### config.mk
export PLATFORM = sky130hd
export DESIGN_NAME = corr_bp
export DESIGN_NICKNAME = d
export VERILOG_FILES = /design/src/rtl/corr_bp_pkg.sv /design/src/rtl/corr_ghist.sv /design/src/rtl/corr_idx.sv /design/src/rtl/corr_ctr_cell.sv /design/src/rtl/corr_bp.sv
export SDC_FILE = /design/constraint.sdc
export NUM_CORES = 1
export LEC_CHECK = 0
export BUFFER_PORTS_ARGS = -buffer_cell sky130_fd_sc_hd__buf_2
export CAP_MARGIN = 20
export CORE_MARGIN = 2
export CORE_UTILIZATION = 37
export CTS_BUF_LIST = sky130_fd_sc_hd__clkbuf_16
export CTS_CLUSTER_SIZE = 25
export DETAILED_ROUTE_END_ITERATION = 16
export SETUP_SLACK_MARGIN = 0.3
export SYNTH_ARGS = -nofsm -noshare
export SYNTH_HDL_FRONTEND = slang
export SYNTH_SLANG_ARGS = --single-unit
### constraint.sdc
create_clock -name clk -period 2.61 [get_ports clk]
set_clock_uncertainty 0.2 [all_clocks]
set_input_delay 0.261 -clock clk [delete_from_list [all_inputs] [get_ports clk]]
set_output_delay 0.261 -clock clk [all_outputs]
set_load 0.02 [all_outputs]
### src/rtl/corr_bp_pkg.sv
`timescale 1ns/1ps
// Package: shared helpers for the correlating predictor.
// Assumes counters are unsigned and at least one bit wide.
package corr_bp_pkg;

    // Move a saturating counter one step toward the resolved outcome.
    function automatic logic [7:0] sat_step(input logic [7:0] cur,
                                            input logic       taken,
                                            input int unsigned width);
        logic [7:0] top;
        top = 8'((1 << width) - 1);
        if (taken)
            sat_step = (cur == top) ? cur : cur + 8'd1;
        else
            sat_step = (cur == 8'd0) ? cur : cur - 8'd1;
    endfunction

    // Reset value: one step below the taken threshold (weakly not-taken).
    function automatic logic [7:0] weak_nt(input int unsigned width);
        weak_nt = 8'((1 << (width - 1)) - 1);
    endfunction

endpackage

### src/rtl/corr_ghist.sv
`timescale 1ns/1ps
// Global outcome history register.
// Shifts the resolved outcome into bit 0 on each accepted update; bit 0 is
// always the newest outcome. Assumes HIST_W >= 1.
module corr_ghist #(
    parameter int HIST_W = 2
) (
    input  logic              clk,
    input  logic              rst_n,
    input  logic              shift_en,
    input  logic              shift_bit,
    output logic [HIST_W-1:0] hist_o
);

    logic [HIST_W-1:0] hist_q;

    generate
        if (HIST_W == 1) begin : g_one
            // Single-bit history: newest outcome replaces the old one.
            always_ff @(posedge clk) begin
                if (!rst_n)        hist_q <= '0;
                else if (shift_en) hist_q <= shift_bit;
            end
        end else begin : g_many
            // Multi-bit history: age the older bits up and insert the newest at bit 0.
            always_ff @(posedge clk) begin
                if (!rst_n)        hist_q <= '0;
                else if (shift_en) hist_q <= {hist_q[HIST_W-2:0], shift_bit};
            end
        end
    endgenerate

    assign hist_o = hist_q;

endmodule

### src/rtl/corr_idx.sv
`timescale 1ns/1ps
// Counter index builder.
// Joins the selected address bits (upper part) and the history (lower part)
// into a flat counter index. Assumes PC_LSB + ENT_BITS <= PC_W.
module corr_idx #(
    parameter int PC_W     = 32,
    parameter int PC_LSB   = 2,
    parameter int ENT_BITS = 4,
    parameter int HIST_W   = 2,
    localparam int IDX_W   = ENT_BITS + HIST_W
) (
    input  logic [PC_W-1:0]   pc,
    input  logic [HIST_W-1:0] hist,
    output logic [IDX_W-1:0]  idx
);

    // Address bits outside the slice do not take part: no tag is kept.
    logic unused_pc_bits;
    assign unused_pc_bits = ^pc;

    // Group from the address, member from the history.
    always_comb begin
        idx = {pc[PC_LSB +: ENT_BITS], hist};
    end

endmodule

### src/rtl/corr_ctr_cell.sv
`timescale 1ns/1ps
// One saturating direction counter.
// Steps toward the outcome when its update enable is high and holds otherwise.
// Assumes CTR_W is between 1 and 8.
module corr_ctr_cell #(
    parameter int CTR_W = 2
) (
    input  logic             clk,
    input  logic             rst_n,
    input  logic             upd_en,
    input  logic             upd_taken,
    output logic [CTR_W-1:0] cnt_o
);
    import corr_bp_pkg::*;

    logic [CTR_W-1:0] cnt_q;
    logic [CTR_W-1:0] cnt_d;
    logic [7:0]       stepped;

    // Next value when this cell is the one selected for update.
    always_comb begin
        stepped = sat_step(8'(cnt_q), upd_taken, CTR_W);
        cnt_d   = upd_en ? stepped[CTR_W-1:0] : cnt_q;
    end

    // State register with reset to weakly not-taken.
    always_ff @(posedge clk) begin
        if (!rst_n) cnt_q <= CTR_W'(weak_nt(CTR_W));
        else        cnt_q <= cnt_d;
    end

    assign cnt_o = cnt_q;

endmodule

### src/rtl/corr_bp.sv
`timescale 1ns/1ps
// Two-level correlating branch direction predictor (top).
// Lookup is combinational from the current state. An update trains the
// counter chosen by the pre-edge history, then shifts the outcome into the
// history on the same edge. Assumes one update per cycle at most.
module corr_bp #(
    parameter int PC_W     = 32,
    parameter int PC_LSB   = 2,
    parameter int ENT_BITS = 4,
    parameter int HIST_W   = 2,
    parameter int CTR_W    = 2
) (
    input  logic            clk,
    input  logic            rst_n,
    input  logic [PC_W-1:0] lk_pc,
    output logic            lk_taken,
    input  logic            up_valid,
    input  logic [PC_W-1:0] up_pc,
    input  logic            up_taken
);

    localparam int IDX_W = ENT_BITS + HIST_W;
    localparam int N_CTR = 1 << IDX_W;

    logic [HIST_W-1:0]           ghist_q;
    logic [IDX_W-1:0]            lk_idx;
    logic [IDX_W-1:0]            up_idx;
    logic [N_CTR-1:0][CTR_W-1:0] ctr_q;

    // Index for the lookup side.
    corr_idx #(.PC_W(PC_W), .PC_LSB(PC_LSB), .ENT_BITS(ENT_BITS), .HIST_W(HIST_W))
        u_lk_idx (.pc(lk_pc), .hist(ghist_q), .idx(lk_idx));

    // Index for the update side, built from the history before the shift.
    corr_idx #(.PC_W(PC_W), .PC_LSB(PC_LSB), .ENT_BITS(ENT_BITS), .HIST_W(HIST_W))
        u_up_idx (.pc(up_pc), .hist(ghist_q), .idx(up_idx));

    // Outcome history.
    corr_ghist #(.HIST_W(HIST_W))
        u_hist (.clk(clk), .rst_n(rst_n), .shift_en(up_valid),
                .shift_bit(up_taken), .hist_o(ghist_q));

    // Counter array: one cell per (group, history) pair.
    generate
        for (genvar i = 0; i < N_CTR; i++) begin : g_cell
            logic hit;
            assign hit = up_valid && (up_idx == IDX_W'(i));
            corr_ctr_cell #(.CTR_W(CTR_W))
                u_cell (.clk(clk), .rst_n(rst_n), .upd_en(hit),
                        .upd_taken(up_taken), .cnt_o(ctr_q[i]));
        end
    endgenerate

    // Prediction is the top bit of the selected counter.
    always_comb begin
        lk_taken = ctr_q[lk_idx][CTR_W-1];
    end

endmodule

==> After elaboration in Yosys (flattened, before gate mapping) <==
Cells that the tools add are included.
{ "classes": {"n_addsub": 128, "magnitude_cmp": 1, "eq_ne": 255, "n_mux": 194, "n_reduce_logical": 193} }
{ "op_table": {"columns": ["cell", "n"], "rows": [
  ["2-to-1 mux 2 bit", 193],
  ["!= test 2 bit (second input constant)", 128],
  ["equality test 6 bit (second input constant)", 32],
  ["AND reduction 3 bit", 64],
  ["adder 2 x 1 -> 2 bit (second input constant)", 64],
  ["equality test 2 bit (second input constant)", 64],
  ["zero test 2 bit", 64],
  ["subtractor 2 x 1 -> 2 bit (second input constant)", 64],
  ["equality test 6 x 5 -> 1 bit (second input constant)", 16],
  ["logical AND 1 bit", 64],
  ["equality test 6 x 4 -> 1 bit (second input constant)", 8],
  ["equality test 6 x 3 -> 1 bit (second input constant)", 4],
  ["binary-select mux 2 bit (select 6 bit)", 1],
  ["equality test 6 x 2 -> 1 bit (second input constant)", 2],
  ["< comparator 6 x 7 -> 1 bit (second input constant)", 1],
  ["equality test 6 x 1 -> 1 bit (second input constant)", 1],
  ["zero test 6 bit", 1]
]} }
{ "word_totals": {"ff_bits": 130, "out_inout_bits": 1, "word_cells": 836} }

==> Longest topological paths before layout <==
{ "depth": {"ltp_word": 3, "mapped_depth": 8} }

==> Hierarchy <==
From an unflattened synthesis, not the netlist that was laid out.
{ "hier_totals": {"cells_unflattened": 987, "area_unflattened_um2": 7277.0} }
{ "by_module_without_submodules": {"columns": ["module", "instances", "cells_per_inst", "area_per_inst_um2", "seq_area_each_um2"], "rows": [
  ["corr_ctr_cell", 64, 13, 96.3, 40.0],
  ["corr_bp", 1, 137, 948.4, 0.0],
  ["corr_idx", 2, 6, 45.0, 0.0],
  ["corr_ghist", 1, 6, 72.6, 40.0]
]} }

==> Worst setup path before layout <==
No wires, ideal clock.
{ "synth_path": {"path_type": "flip-flop to output port", "from": "register u_hist.hist_q[0] (netlist: u_hist.hist_o[0])", "to": "output port lk_taken", "arrival_time_ps": 1682, "path_slack_ps": 467, "path_stages_with_launch": 8, "path_buffers": 2, "path_cell_list": "dfxtp_1 -> buf_6 -> buf_6 -> mux4_2 -> a22oi_2 -> nand3_1 -> a211oi_2 -> a21oi_1"} }
{ "synth_via": {"elab_chain_len": 2} }
{ "synth_lines": {"columns": ["item", "line_no", "rtl"], "rows": [
  ["start: declaration", "corr_ghist.sv:15", "logic [HIST_W-1:0] hist_q;"],
  ["start signal: assignment", "corr_ghist.sv:28", "else if (shift_en) hist_q <= {hist_q[HIST_W-2:0], shift_bit};"],
  ["binary-select mux 2 bit (select 6 bit)", "corr_bp.sv:56", "lk_taken = ctr_q[lk_idx][CTR_W-1];"],
  ["2-to-1 mux 2 bit (not written as such)", "corr_bp.sv:56", null],
  ["end: declaration", "corr_bp.sv:16", "output logic lk_taken,"]
]} }
Every way passes these cells. The select of a mux whose other input is x is not followed.

==> Final worst setup path <==
Ends and elaborated chain as after synthesis.

==> flow_summary.yaml <==
global_routing:
  overflow: 0
  vias_in_the_first_global_route: 5992
  grt_first_pass_wirelength_um: 30900
  antenna_found_initial: 1
  gr-usage-all-layers_pct: 17.9
  grt_start_max_net_pins: 70
layout:
  finish.net_count: 1023
  diodes_inserted: 0
  layout-area-overhead-vs-synth_pct: 15.9
  fillCellCount: 1949
  drive_gt1_share_pct: 14.5
die:
  design.core.area_um2: 20100
  die_outline_width_um: 147
  initial_core_utilization_pct: 37.4
  chipHeight_um: 147
  std_cell_rows: 52
  die_area_um2: 21500
  top_level_ports: 69
power_and_ir_drop:
  cellLeakagePower_nw: 3.22
  power_per_cell_area_nw_per_um2: 573
  clock_power_share_pct: 49.4
  comb_power_share_pct: 8.7
  p_sw_share_pct: 24.0
  design_power_total_mw: 4.99
  vdd_ir_drop_max_mv: 0.340
  internal_power_mw: 3.79
  sequential_fraction_of_design_power_pct: 41.9
  netSwitchingPower_mw: 1.19
clock_tree:
  cts_tree: "done"
  clock-sinks: 130
  clock_root_buffer: "sky130_fd_sc_hd__clkbuf_16"
  htreeDepth: 4
  cts_inserted_buffers: 17
  max_root_sink_buffers: 2
  clkSlewWorstSetupHoldPaths_ns: 0.06
  hold_buffers: 0
  clk-insertion-delay-late_ns: 0.42
timing:
  max_freq_mhz: 368
  timing.final.setup_violations: 1
  grt_setup_unrepaired: "true"
  setup_total_negative_slack_ns: -0.104
  finalHoldViolations: 0
  fin_crit_period_ns: 2.71
  min_period_over_period_pct: 104
  max_slew.worst_pin.slew_ns: 0.498
  post_route_setup_slack_ns: -0.104
  slew_viol_final: 0
  worst_slew_margin_rel_pct: 66.8
setup_path:
  crit_path_start_kind: "flip-flop"
  cp_common_cell: "sky130_fd_sc_hd__buf_6"
  end_kind: "output pin"
  timing.critical_path.slowest_stage_cell: "sky130_fd_sc_hd__mux4_2"
  path_delay_family: "multiplexers"
  worstPathMaxFanout: 7
  worstPathArrival_ns: 2.25
  timing.critical_path.buf_inv: 3
  endpoint_required_time_on_the_critical_path_ns: 2.15
  crit_path_max_incr_delay_ns: 0.51
  critical_path.cell_chain: "buf_6 -> buf_16 -> mux4_2 -> mux2i_1 -> nand2_1 -> a22oi_2 -> a21oi_2 -> buf_6"
  critical_path_class: "flip-flop to output pin"
placed_design:
  port-buffer-count: 12
  finalWeightedCongestion: 0.774
  hpwlAfterDp_um: 11800
yosys:
  synth-edff-count: 0
  ys.warnings.count: 0
  syn_avg_cell_area_um2: 7.79
  portion_of_the_post_synthesis_area_used_by_sequential_elements_pct: 34.6
  async_flop_share_pct: 0
  synth_fp_nets: 1033
  flops_latches_synth: 130
  syn_area_um2: 7510
  syn-instance-count: 965
  netlist-cell-type-count: 44
  synth_flop_cell: "sky130_fd_sc_hd__dfxtp_1"
outcome:
  outcome: "finished, violations left"
  failed_checks: "setup timing"
routing:
  detail-route-antenna-nets: 0
  routed_wl_um: 19200
  routedWlPerCell_um: 15.5
  initialDrtViolationCount: 488
  vias_per_cell: 5.57
  drt_drc_violations_left: 0
  drt_pre_antenna_iters: 7
  routed-via-count: 6892
job:
  drv.max_cap_violation_count: 0
hold_path:
  path_class_of_the_lowest_slack_min_delay_path: "primary input to flip-flop"
==> power by group through the flow <==
stage          logic, mW  clock network, mW  registers [mW]
3_5_place_dp       0.384                  0            2.13
6_report           0.434               2.46            2.09
5_1_grt            0.475               2.60            2.10
2_1_floorplan      0.288                  0            2.11
3_3_place_gp       0.381                  0            2.13
4_1_cts            0.419               2.51            2.09
==> final timing paths <==
check	depth (start not counted)	start	to	slack, ns
max reg2reg	8	u_hist.hist_o[0]	g_cell[7].u_cell.cnt_o[0]	0.38
min	2	rst_n	g_cell[43].u_cell.cnt_o[0]	0.04
max	8	u_hist.hist_o[0]	lk_taken	-0.10
min reg2reg	2	g_cell[62].u_cell.cnt_o[0]	g_cell[62].u_cell.cnt_o[1]	0.29
==> state kept, by name, summed over array words and instances, names as in the netlist <==
| signal | count |
|---|---|
| g_cell.u_cell.cnt_o | 128 |
| u_hist.hist_o | 2 |
==> synth_stat cells (20+ instances only) <==
library cell / instances / share of area, %
sky130_fd_sc_hd__and3_1: 57 / 4.7
sky130_fd_sc_hd__nand2_1: 81 / 4.0
sky130_fd_sc_hd__a21boi_0: 61 / 6.1
sky130_fd_sc_hd__nor3b_1: 20 / 2.0
sky130_fd_sc_hd__a21oi_1: 65 / 4.3
sky130_fd_sc_hd__buf_2: 24 / 1.6
sky130_fd_sc_hd__clkbuf_1: 46 / 2.3
sky130_fd_sc_hd__or2_2: 21 / 1.7
sky130_fd_sc_hd__o31ai_1: 43 / 4.3
sky130_fd_sc_hd__o21ai_0: 123 / 8.2
sky130_fd_sc_hd__dfxtp_1: 130 / 35
sky130_fd_sc_hd__nor2_1: 138 / 6.9
==> cells in the final DEF (no fill, tap or decap), types with 5 or more instances in the layout <==
| master | netlist | layout |
|---|---|---|
| sky130_fd_sc_hd__dfxtp_1 | 130 | 129 |
| sky130_fd_sc_hd__mux4_2 | 16 | 16 |
| sky130_fd_sc_hd__nand3b_1 | 13 | 13 |
| sky130_fd_sc_hd__clkbuf_16 | 0 | 17 |
| sky130_fd_sc_hd__o21ai_0 | 123 | 120 |
| sky130_fd_sc_hd__and2_1 | 10 | 10 |
| sky130_fd_sc_hd__o31ai_1 | 43 | 43 |
| sky130_fd_sc_hd__nand2_1 | 81 | 80 |
| sky130_fd_sc_hd__inv_1 | 5 | 8 |
| sky130_fd_sc_hd__nor3b_1 | 20 | 17 |
| sky130_fd_sc_hd__a21oi_1 | 65 | 63 |
| sky130_fd_sc_hd__nand3_1 | 17 | 15 |
| sky130_fd_sc_hd__a21boi_0 | 61 | 60 |
| sky130_fd_sc_hd__buf_12 | 0 | 6 |
| sky130_fd_sc_hd__mux2i_1 | 7 | 6 |
| sky130_fd_sc_hd__buf_4 | 6 | 27 |
| sky130_fd_sc_hd__buf_2 | 24 | 9 |
| sky130_fd_sc_hd__o311ai_0 | 5 | 5 |
| sky130_fd_sc_hd__o221ai_1 | 11 | 11 |
| sky130_fd_sc_hd__a31oi_1 | 17 | 17 |
| sky130_fd_sc_hd__nor2b_1 | 5 | 5 |
| sky130_fd_sc_hd__nor2_1 | 138 | 137 |
| sky130_fd_sc_hd__and3_1 | 57 | 57 |
| sky130_fd_sc_hd__or2_2 | 21 | 21 |
==> cell families (layout without fill, tap and decap cells) <==
group | count (synthesis) | after routing | synth area share (%)
flip-flops | 130 | 130 | 34.6
AO/OA/AOI/OAI | 339 | 339 | 27.8
buffers and inverters | 83 | 86 | 5.05
AND/OR/NAND/NOR | 390 | 390 | 26.8
multiplexers | 23 | 23 | 5.73
==> layer usage <==
metal | vias to the layer above | track usage (%) | share of wire (%)
met5 | - | 0 | 0
met4 | 0 | 5.49 | 1.5
met3 | 21 | 4.25 | 4.0
met2 | 116 | 27.9 | 45
met1 | 3245 | 24.6 | 50
li1 | 3510 | - | -
==> repair_timing <==
| item | CTS | global route |
|---|---|---|
| hold endpoints to repair | 0 | 0 |
| setup endpoints to repair | 1 | 8 |
| resized for setup | 11 | 21 |
| pin swaps | 4 | 5 |
| buffers inserted | 5 | 5 |
| cloned | 3 | 1 |
==> layout make-up <==
class                      instances  area [um^2]  area share (%)
inverter                           5         18.8           0.216
sequential                       130         2610            29.9
tap                              270          338            3.88
clock inverter                    15          174            2.00
clock buffer                      17          425            4.89
multi-input combinational        752         4640            53.3
timing repair buffer              49          500            5.75
==> stage by stage <==
stage / std cells / utilization, % / setup WS (ns) / area (um^2) / hold slack, ns
final: 1238 / 43.3 / -0.104 / 8710 / 0.0414
after global routing: 1238 / 43.3 / -0.224 / 8710 / 0.0344
after CTS: 1232 / 42.6 / -0.126 / 8570 / 0.0303
after detailed placement: 1192 / 38.9 / 0.248 / 7810 / 0.286
after global placement: 1192 / 38.9 / 0.251 / 7810 / 0.282
after floorplan: 965 / - / 0.467 / 7510 / 0.260
No activity file was read; power rests on OpenSTA's default activity.
